$ cat src/rtl/atten_pkg.sv
package atten_pkg;
  localparam int ATT_BITS   = 7;
  localparam int SYNC_DEPTH = 2;
  typedef logic [ATT_BITS-1:0] att_word_t;
  localparam att_word_t ATT_MAX = '1;
endpackage

$ cat src/rtl/atten_sync.sv
module atten_sync #(
  parameter int WIDTH  = 1,
  parameter int STAGES = 2
) (
  input  logic             clk,
  input  logic             rst_n,
  input  logic [WIDTH-1:0] d_i,
  output logic [WIDTH-1:0] q_o
);
  logic [STAGES-1:0][WIDTH-1:0] stg_q;
  logic [STAGES-1:0][WIDTH-1:0] stg_nxt;

  always_comb begin
    stg_nxt[0] = d_i;
    for (int k = 1; k < STAGES; k++) stg_nxt[k] = stg_q[k-1];
  end

  always_ff @(posedge clk or negedge rst_n) begin
    if (!rst_n) stg_q <= '0;
    else        stg_q <= stg_nxt;
  end

  assign q_o = stg_q[STAGES-1];
endmodule

$ cat src/rtl/atten_edge.sv
module atten_edge #(
  parameter int WIDTH = 2
) (
  input  logic             clk,
  input  logic             rst_n,
  input  logic [WIDTH-1:0] lvl_i,
  output logic [WIDTH-1:0] rise_o
);
  logic [WIDTH-1:0] dly_q;

  always_ff @(posedge clk or negedge rst_n) begin
    if (!rst_n) dly_q <= '0;
    else        dly_q <= lvl_i;
  end

  assign rise_o = lvl_i & ~dly_q;
endmodule

$ cat src/rtl/atten_shift.sv
module atten_shift
  import atten_pkg::*;
#(
  parameter int NBITS = ATT_BITS
) (
  input  logic             clk,
  input  logic             rst_n,
  input  logic             ser_mode_i,
  input  logic             le_i,
  input  logic             sclk_rise_i,
  input  logic             sdata_i,
  output logic [NBITS-1:0] word_o
);
  logic [NBITS-1:0] sr_q;
  logic [NBITS-1:0] sr_nxt;
  logic             sh_en;

  assign sh_en = ser_mode_i & ~le_i & sclk_rise_i;

  always_comb begin
    sr_nxt = sr_q;
    if (sh_en) sr_nxt = {sr_q[NBITS-2:0], sdata_i};
  end

  always_ff @(posedge clk or negedge rst_n) begin
    if (!rst_n) sr_q <= '1;
    else        sr_q <= sr_nxt;
  end

  assign word_o = sr_q;

  assert_le_freezes_shift_R3: assert property (@(posedge clk) disable iff (!rst_n)
    le_i |=> $stable(sr_q));
  assert_par_mode_no_shift_R1: assert property (@(posedge clk) disable iff (!rst_n)
    !ser_mode_i |=> $stable(sr_q));
  assert_idle_no_shift_R2: assert property (@(posedge clk) disable iff (!rst_n)
    !sclk_rise_i |=> $stable(sr_q));
endmodule

$ cat src/rtl/atten_latch.sv
module atten_latch
  import atten_pkg::*;
#(
  parameter int NBITS = ATT_BITS
) (
  input  logic             clk,
  input  logic             rst_n,
  input  logic             ser_mode_i,
  input  logic             le_i,
  input  logic             le_rise_i,
  input  logic [NBITS-1:0] par_i,
  input  logic [NBITS-1:0] shift_i,
  output logic [NBITS-1:0] q_o
);
  logic [NBITS-1:0] q_q;
  logic [NBITS-1:0] q_nxt;
  logic             ld_ser;
  logic             ld_par;

  assign ld_ser = ser_mode_i & le_rise_i;
  assign ld_par = ~ser_mode_i & le_i;

  always_comb begin
    q_nxt = q_q;
    if (ld_ser)      q_nxt = shift_i;
    else if (ld_par) q_nxt = par_i;
  end

  always_ff @(posedge clk or negedge rst_n) begin
    if (!rst_n) q_q <= '1;
    else        q_q <= q_nxt;
  end

  assign q_o = q_q;

  assert_serial_commit_R4: assert property (@(posedge clk) disable iff (!rst_n)
    (ser_mode_i && le_rise_i) |=> (q_q == $past(shift_i)));
  assert_serial_hold_R4: assert property (@(posedge clk) disable iff (!rst_n)
    (ser_mode_i && !le_rise_i) |=> $stable(q_q));
  assert_par_transparent_R5: assert property (@(posedge clk) disable iff (!rst_n)
    (!ser_mode_i && le_i) |=> (q_q == $past(par_i)));
  assert_par_hold_R6: assert property (@(posedge clk) disable iff (!rst_n)
    (!ser_mode_i && !le_i) |=> $stable(q_q));
endmodule

$ cat src/rtl/step_atten_ctrl.sv
module step_atten_ctrl
  import atten_pkg::*;
#(
  parameter int NBITS = ATT_BITS,
  parameter int SYNC  = SYNC_DEPTH
) (
  input  logic             clk,
  input  logic             rst_n,
  input  logic             mode_ser_i,
  input  logic             ser_data_i,
  input  logic             ser_clk_i,
  input  logic             latch_en_i,
  input  logic [NBITS-1:0] par_word_i,
  output logic [NBITS-1:0] atten_o
);
  localparam int NCTL = 4;

  logic [NCTL-1:0]  ctl_s;
  logic [NBITS-1:0] par_s;
  logic [1:0]       rise;
  logic [NBITS-1:0] shift_word;
  logic             mode_s, sdata_s, sclk_s, le_s;

  atten_sync #(.WIDTH(NCTL), .STAGES(SYNC)) u_ctl_sync (
    .clk(clk), .rst_n(rst_n),
    .d_i({mode_ser_i, ser_data_i, ser_clk_i, latch_en_i}),
    .q_o(ctl_s)
  );

  atten_sync #(.WIDTH(NBITS), .STAGES(SYNC)) u_par_sync (
    .clk(clk), .rst_n(rst_n), .d_i(par_word_i), .q_o(par_s)
  );

  assign {mode_s, sdata_s, sclk_s, le_s} = ctl_s;

  atten_edge #(.WIDTH(2)) u_edge (
    .clk(clk), .rst_n(rst_n), .lvl_i({sclk_s, le_s}), .rise_o(rise)
  );

  atten_shift #(.NBITS(NBITS)) u_shift (
    .clk(clk), .rst_n(rst_n), .ser_mode_i(mode_s), .le_i(le_s),
    .sclk_rise_i(rise[1]), .sdata_i(sdata_s), .word_o(shift_word)
  );

  atten_latch #(.NBITS(NBITS)) u_latch (
    .clk(clk), .rst_n(rst_n), .ser_mode_i(mode_s), .le_i(le_s),
    .le_rise_i(rise[0]), .par_i(par_s), .shift_i(shift_word), .q_o(atten_o)
  );
endmodule

$ cat config.mk
export PLATFORM = sky130hd
export DESIGN_NAME = step_atten_ctrl
export DESIGN_NICKNAME = d
export VERILOG_FILES = /design/src/rtl/atten_pkg.sv /design/src/rtl/atten_sync.sv /design/src/rtl/atten_edge.sv /design/src/rtl/atten_shift.sv /design/src/rtl/atten_latch.sv /design/src/rtl/step_atten_ctrl.sv
export SDC_FILE = /design/constraint.sdc
export NUM_CORES = 1
export LEC_CHECK = 0
export ABC_AREA = 1
export CORE_MARGIN = 3
export CORE_UTILIZATION = 35
export CTS_BUF_LIST = sky130_fd_sc_hd__clkbuf_4 sky130_fd_sc_hd__clkbuf_8
export DETAILED_ROUTE_END_ITERATION = 10
export PLACE_DENSITY = 0.61
export SLEW_MARGIN = 5
export SYNTH_ARGS = -nofsm -noshare
export SYNTH_HDL_FRONTEND = slang
export SYNTH_SLANG_ARGS = --single-unit
$ cat constraint.sdc
create_clock -name clk -period 2 [get_ports clk]
set_input_delay 0.4 -clock clk [delete_from_list [all_inputs] [get_ports clk]]
set_output_delay 0.4 -clock clk [all_outputs]
set_load 0.02 [all_outputs]
* Word-level counts from Yosys, hierarchy flattened
Index checks and enable logic that the tools add are counted.
** Word-level totals
- Register bits :: 38
- Input bits :: 13
- Output and inout bits :: 7
- Logic and storage cells :: 18
** Operators by class
- Mux-type cells :: 2
- Bitwise logic cells :: 8
- Reduce and logical (&&, ||, !) cells :: 1
** Operator list (count)
- 7-bit two-way mux :: 2
- 1-bit bitwise AND :: 4
- 2-bit bitwise AND :: 1
- 1-bit NOT :: 2
- 2-bit NOT :: 1
- 2-bit nonzero test :: 1

* Logic depth before layout (Yosys ltp)
Gate-level depths: netlist (run 1).
- Depth after elaboration :: 4
- Mapped depth :: 6

* Hierarchy
A second synthesis (run 1) with hierarchy kept.
** Unflattened totals
- Cell total of the unflattened synthesis :: 116
- Area total of the unflattened synthesis :: 1392.6 um^2
** Modules (own cells, without submodules)
- atten_latch :: times used 1, cells each 56, area an instance 450.4 um^2
- atten_sync (u_par_sync) :: times used 1, cells each 14, area an instance 350.3 um^2
- atten_shift :: times used 1, cells each 32, area an instance 321.6 um^2
- atten_sync (u_ctl_sync) :: times used 1, cells each 8, area an instance 200.2 um^2
- atten_edge :: times used 1, cells each 6, area an instance 70.1 um^2

* Least setup slack after synthesis (run 1)
Ideal clock, no wire load.
- Kind :: flip-flop to output port
- Start :: register u_latch.q_q[0], in the netlist u_latch.q_o[0]
- End :: output atten_o[0]
- Data arrival time :: 0.563 ns
- Slack :: 1.037 ns
- Stages on the path, launching flop included :: 1
- Path buffers :: 0
- Cells stage by stage :: dfstp_2
** RTL lines
- start, declared :: line atten_latch.sv:15 : logic [NBITS-1:0] q_q;
- start signal, assigned :: line atten_latch.sv:31 : else q_q <= q_nxt;
- end, declared :: line step_atten_ctrl.sv:14 : output logic [NBITS-1:0] atten_o
No word-level cell between the ends.

* Worst setup path after layout (run 1)
- Start :: register u_latch.q_q[5], in the netlist u_latch.q_o[5]
- End :: output atten_o[5]
No word-level cell between the ends.

==> flow_summary.json, run 1 <==
{
  "run_status": "finished, final reports clean",
  "diodes": 0,
  "row_count": 22,
  "yosysWarnings": 0,
  "final_cell_area_um2": 1760,
  "placed_cell_area_um2": 1620,
  "grt_pass1_vias": 814,
  "post-route-min-period_ps": 1810,
  "finalWeightedCongestion": 0.784,
  "rsz0062_at_grt": "no",
  "netlist.area_leader.share": 0.431,
  "yosysSeqAreaShare": 0.695,
  "die_y_um": 69.1,
  "start_kind": "flop",
  "root_buffer": "clkbuf_8",
  "p_leak_uw": 0.000765,
  "die-area_um2": 4770,
  "cts_resized": 0,
  "cpPeakStageDelay_ps": 590,
  "grt_pass1_wl_um": 3450,
  "peakVddDrop_v": 0.000542,
  "synth.area.top_cells": "dfrtp_1, dfstp_2, nand2_1, o21ai_2, inv_1",
  "clkTransAtPathRegs_ps": 70,
  "nNetsFinal": 149,
  "dp_cells": 177,
  "worstPathRequired_ps": 1600,
  "met1_usage": 0.0984,
  "cts_setup_buffers": 0,
  "drive_gt1_frac": 0.292,
  "use_met3": 0.0408,
  "cp_top_family": "buffers and inverters",
  "synth.largest_area_cell": "dfrtp_1",
  "fp.dieW_um": 69.1,
  "clock_sinks": 38,
  "mostFrequentLayoutCells": "nand2_1, dfrtp_1, clkdlybuf4s50_1, inv_1, dfstp_2",
  "cp_slowest_cell": "clkdlybuf4s50_1",
  "syn_nets": 125,
  "min_period_over_period": 0.907,
  "antenna_found_initial": 0,
  "syn_area_per_cell_um2": 12.4,
  "drtIter0Drc": 26,
  "tns_ps": 0,
  "cts_buffers": 5,
  "power_density_nw_per_um2": 1080,
  "cts_buffer_depth": 2,
  "crit_buf_inv": 1,
  "drc": 0,
  "cts_tree": "built",
  "final_common_cell": "nand2_1",
  "ant_nets": 0,
  "dr.pass1.iters": 4,
  "worst_slew_pin_slew_ps": 525,
  "synth_cells": 112,
  "clkLatencyLatePin_ps": 290,
  "fin_cells": 185,
  "start_util": 0.372,
  "grt-busiest-layer": "met2",
  "hp-class": "reg2reg",
  "routed_wl_um": 1920,
  "hold_violations": 0,
  "core_area_um2": 3740,
  "num_vias": 781,
  "synth.distinct_cells": 15,
  "n_fill_cell": 360,
  "gr-usage-met2": 0.155,
  "vias_per_cell": 4.22,
  "h-tree-depth": 2,
  "syn-cell-area_um2": 1390,
  "place_hpwl_um": 1370,
  "cp.arrival_ps": 1410,
  "grt_util_all_layers": 0.0923,
  "port_buffers": 19,
  "path_class": "reg2out",
  "grt_start_max_net_pins": 39,
  "wl_per_cell_um": 10.4,
  "slew_headroom": 0.650,
  "critPathMaxFanout": 2,
  "cts_hold_buffers": 0,
  "path_cells": "clkdlybuf4s50_1",
  "overflow": 0,
  "skew_ps": 4.25,
  "end_kind": "output port",
  "area_delta_synth_final_pct": 26.3,
  "max_freq_ghz": 0.551,
  "setup_violations": 0,
  "io_pins": 20,
  "ys_ff_latch": 38,
  "slew_viol_final": 0,
  "drv_cap": 0
}
==> cell families after synthesis <==
family / Yosys count / share of synthesized area
buffers and inverters: 20 / 0.0737
AND/OR/NAND/NOR: 39 / 0.150
AO/OA/AOI/OAI: 15 / 0.0809
flip-flops: 38 / 0.695
==> final timing paths <==
path,slack (ps),endpoint,start,cells past startpoint
worst max-delay path,190,atten_o[5],u_latch.q_o[5],1
worst min-delay path,350,u_par_sync.q_o[6],u_par_sync.stg_nxt[13],0
worst max register to register,730,u_shift.word_o[0],u_ctl_sync.q_o[0],4
worst min register to register,350,u_par_sync.q_o[6],u_par_sync.stg_nxt[13],0
max in group asynchronous,1140,u_latch.q_o[0],rst_n,2
min in group asynchronous,520,u_par_sync.stg_nxt[8],rst_n,2
==> registers in the layout, summed over array words and instances (netlist names) <==
register / cells
u_par_sync.stg_nxt: 7
u_shift.word_o: 7
u_par_sync.q_o: 7
u_edge.dly_q: 2
u_ctl_sync.q_o: 4
u_latch.q_o: 7
u_ctl_sync.stg_nxt: 4
==> per-stage QoR <==
| stage | hold slack, ps | setup WS, ps | power, µW | util |
|---|---|---|---|---|
| after floorplan | 104 | 1040 | 1040 | - |
| after global placement | 333 | 500 | 1130 | 0.432 |
| after detailed placement | 335 | 492 | 1140 | 0.432 |
| after CTS | 351 | 164 | 1940 | 0.470 |
| after global routing | 356 | 142 | 1990 | 0.470 |
| final | 350 | 185 | 1900 | 0.470 |
==> synthesized netlist by cell type <==
cell type   n
o21ai_2     7
nand2_2     3
nand2_4     1
inv_2       1
inv_1      15
nor2_2      1
inv_6       1
dfstp_2    14
o21ai_4     1
o21ai_1     7
buf_6       3
nand2_1    25
nand3_4     2
dfrtp_1    24
nand4_1     7
==> metal layers <==
layer  wire length (µm)  vias to the layer above
met3                138                        2
met2                929                       24
met4                 24                        0
met1                823                      356
li1                   -                      399
met5                  0                        -
==> power breakdown <==
part	internal [µW]	total (µW)	switching, µW
clock network	532	786	255
logic	96.1	209	113
registers	867	907	39.2
total	1500	1900	407
==> cell type report <==
type	count	area, µm²	area share
multi-input combinational	54	322	0.183
clock inverter	2	60.1	0.0341
sequential	38	968	0.550
inverter	17	68.8	0.0391
clock buffer	6	82.6	0.0469
tap	48	60.1	0.0341
timing repair buffer	20	198	0.112
==> worst register-to-register path, cell delays in order (launching register included) <==
cell	delay, ps
dfrtp_1	570
nor2_2	230
nand3_4	200
nand2_1	150
o21ai_2	60
(Power assumes the default switching activity.)
==> run 2, diff against run 1 <==
--- a/config.mk
+++ b/config.mk
@@ -6,7 +6,7 @@
 export NUM_CORES = 1
 export LEC_CHECK = 0
 export ABC_AREA = 1
-export CORE_MARGIN = 3
+export CORE_MARGIN = 2
 export CORE_UTILIZATION = 35
 export CTS_BUF_LIST = sky130_fd_sc_hd__clkbuf_4 sky130_fd_sc_hd__clkbuf_8
 export DETAILED_ROUTE_END_ITERATION = 10
==> run 2 against run 1 <==
Compared with the run above: setup slack worse by 7.6 ps; flip-flop and latch count stayed put; first-iteration DRC count is 27% lower; cell count stayed put; non-clock buffer count stayed put; die area is 5.7% lower; global-route usage is 0.50 points higher; register-to-register slack hardly changed; via count is 2.7% lower; clock-buffer cell count is 1 lower; total power is 1.3% lower.
==> flow_summary.json, run 2 (synthesized netlist as in run 1, its figures left out) <==
{
  "grt_start_max_net_pins": 39,
  "drc": 0,
  "wl_per_cell_um": 9.85,
  "nNetsFinal": 149,
  "final_common_cell": "nand2_1",
  "cp_slowest_cell": "clkdlybuf4s50_1",
  "cts_setup_buffers": 0,
  "slew_viol_final": 0,
  "start_util": 0.372,
  "drive_gt1_frac": 0.292,
  "n_fill_cell": 349,
  "hold_start": "u_par_sync.stg_nxt[7]",
  "root_buffer": "clkbuf_8",
  "power_density_nw_per_um2": 1070,
  "run_status": "finished, final reports clean",
  "final_cell_area_um2": 1750,
  "die_y_um": 67.1,
  "clkTransAtPathRegs_ps": 80,
  "cts_hold_buffers": 0,
  "fp.dieW_um": 67.1,
  "post-place-ws_ps": 494,
  "holdPathEnd": "u_par_sync.q_o[0]",
  "setup_ws_ps": 178,
  "row_count": 22,
  "num_vias": 760,
  "start_kind": "flop",
  "hold_violations": 0,
  "worstReg2RegEnd": "u_shift.word_o[2]",
  "io_pins": 20,
  "r2r_slack_ps": 720,
  "finalPower_uw": 1880,
  "cpPeakStageDelay_ps": 590,
  "setup_violations": 0,
  "place_hpwl_um": 1280,
  "clock_sinks": 38,
  "cts_buffers": 5,
  "port_buffers": 19,
  "worstPathRequired_ps": 1600,
  "peakVddDrop_v": 0.000622,
  "area_delta_synth_final_pct": 26.0,
  "worst_slew_pin_slew_ps": 524,
  "path_cells": "clkdlybuf4s50_1",
  "crit_buf_inv": 1,
  "die-area_um2": 4500,
  "final_core_util": 0.469,
  "mostFrequentLayoutCells": "nand2_1, dfrtp_1, clkdlybuf4s50_1, inv_1, dfstp_2",
  "antenna_found_initial": 0,
  "cts_buffer_depth": 2,
  "hp-class": "reg2reg",
  "cts_tree": "built",
  "core_area_um2": 3740,
  "p_leak_uw": 0.000762,
  "clkLatencyLatePin_ps": 290,
  "cts_resized": 0,
  "finalWeightedCongestion": 0.776,
  "vias_per_cell": 4.11,
  "drtIter0Drc": 19,
  "holdPathStages": 0,
  "rsz0062_at_grt": "no",
  "grt_pass1_wl_um": 3110,
  "overflow": 0,
  "reg2reg_from": "u_ctl_sync.q_o[0]",
  "critPathMaxFanout": 2,
  "max_freq_ghz": 0.549,
  "tns_ps": 0,
  "skew_ps": 5.30,
  "routed_wl_um": 1820,
  "dr.pass1.iters": 4,
  "end_kind": "output port",
  "cp_top_family": "buffers and inverters",
  "grt_util_all_layers": 0.0973,
  "diodes": 0,
  "path_class": "reg2out",
  "reg2reg_depth": 4,
  "min_period_over_period": 0.911,
  "grt_pass1_vias": 753,
  "placed_cell_area_um2": 1620,
  "h-tree-depth": 2,
  "cp.arrival_ps": 1420,
  "drv_cap": 0,
  "post-route-min-period_ps": 1820,
  "ant_nets": 0,
  "slew_headroom": 0.650
}
-- run 2: report_power, final --
part	switching, µW	internal [µW]	leakage, µW	total, µW
combinational	112	96.1	0.000268	208
clock	264	499	0.0000683	763
sequential	39.5	867	0.000426	907
total	415	1460	0.000762	1880
-- run 2: layout make-up --
cell class	instances	area [µm²]	area share
clock buffers	5	68.8	0.0392
clock inverters	3	68.8	0.0392
inverters	17	68.8	0.0392
multi-input cells	54	322	0.183
flip-flops and latches	38	968	0.552
well taps	48	60.1	0.0342
repair buffers	20	198	0.113
-- run 2: through the flow --
stage	std cells	hold WS [ps]
3_5_place_dp	177	336
5_1_grt	185	357
6_report	185	350
3_3_place_gp	177	334
4_1_cts	185	353
2_1_floorplan	112	104
-- run 2: worst max path at each step --
stage | end | cells after the start | startpoint | slack (ps)
after global placement | atten_o[6] | 1 | u_latch.q_o[6] | 500
after floorplan | atten_o[0] | 0 | u_latch.q_o[0] | 1040
final | atten_o[2] | 1 | u_latch.q_o[2] | 180
after detailed placement | atten_o[5] | 1 | u_latch.q_o[5] | 490
after CTS | atten_o[2] | 1 | u_latch.q_o[2] | 170
after global routing | atten_o[2] | 1 | u_latch.q_o[2] | 150
-- run 2: routing by layer --
layer,routed length (µm),vias up,GRT usage
li1,-,399,-
met1,830,339,0.112
met2,855,19,0.152
met3,103,3,0.0405
met4,34,0,0.0536
met5,0,-,0
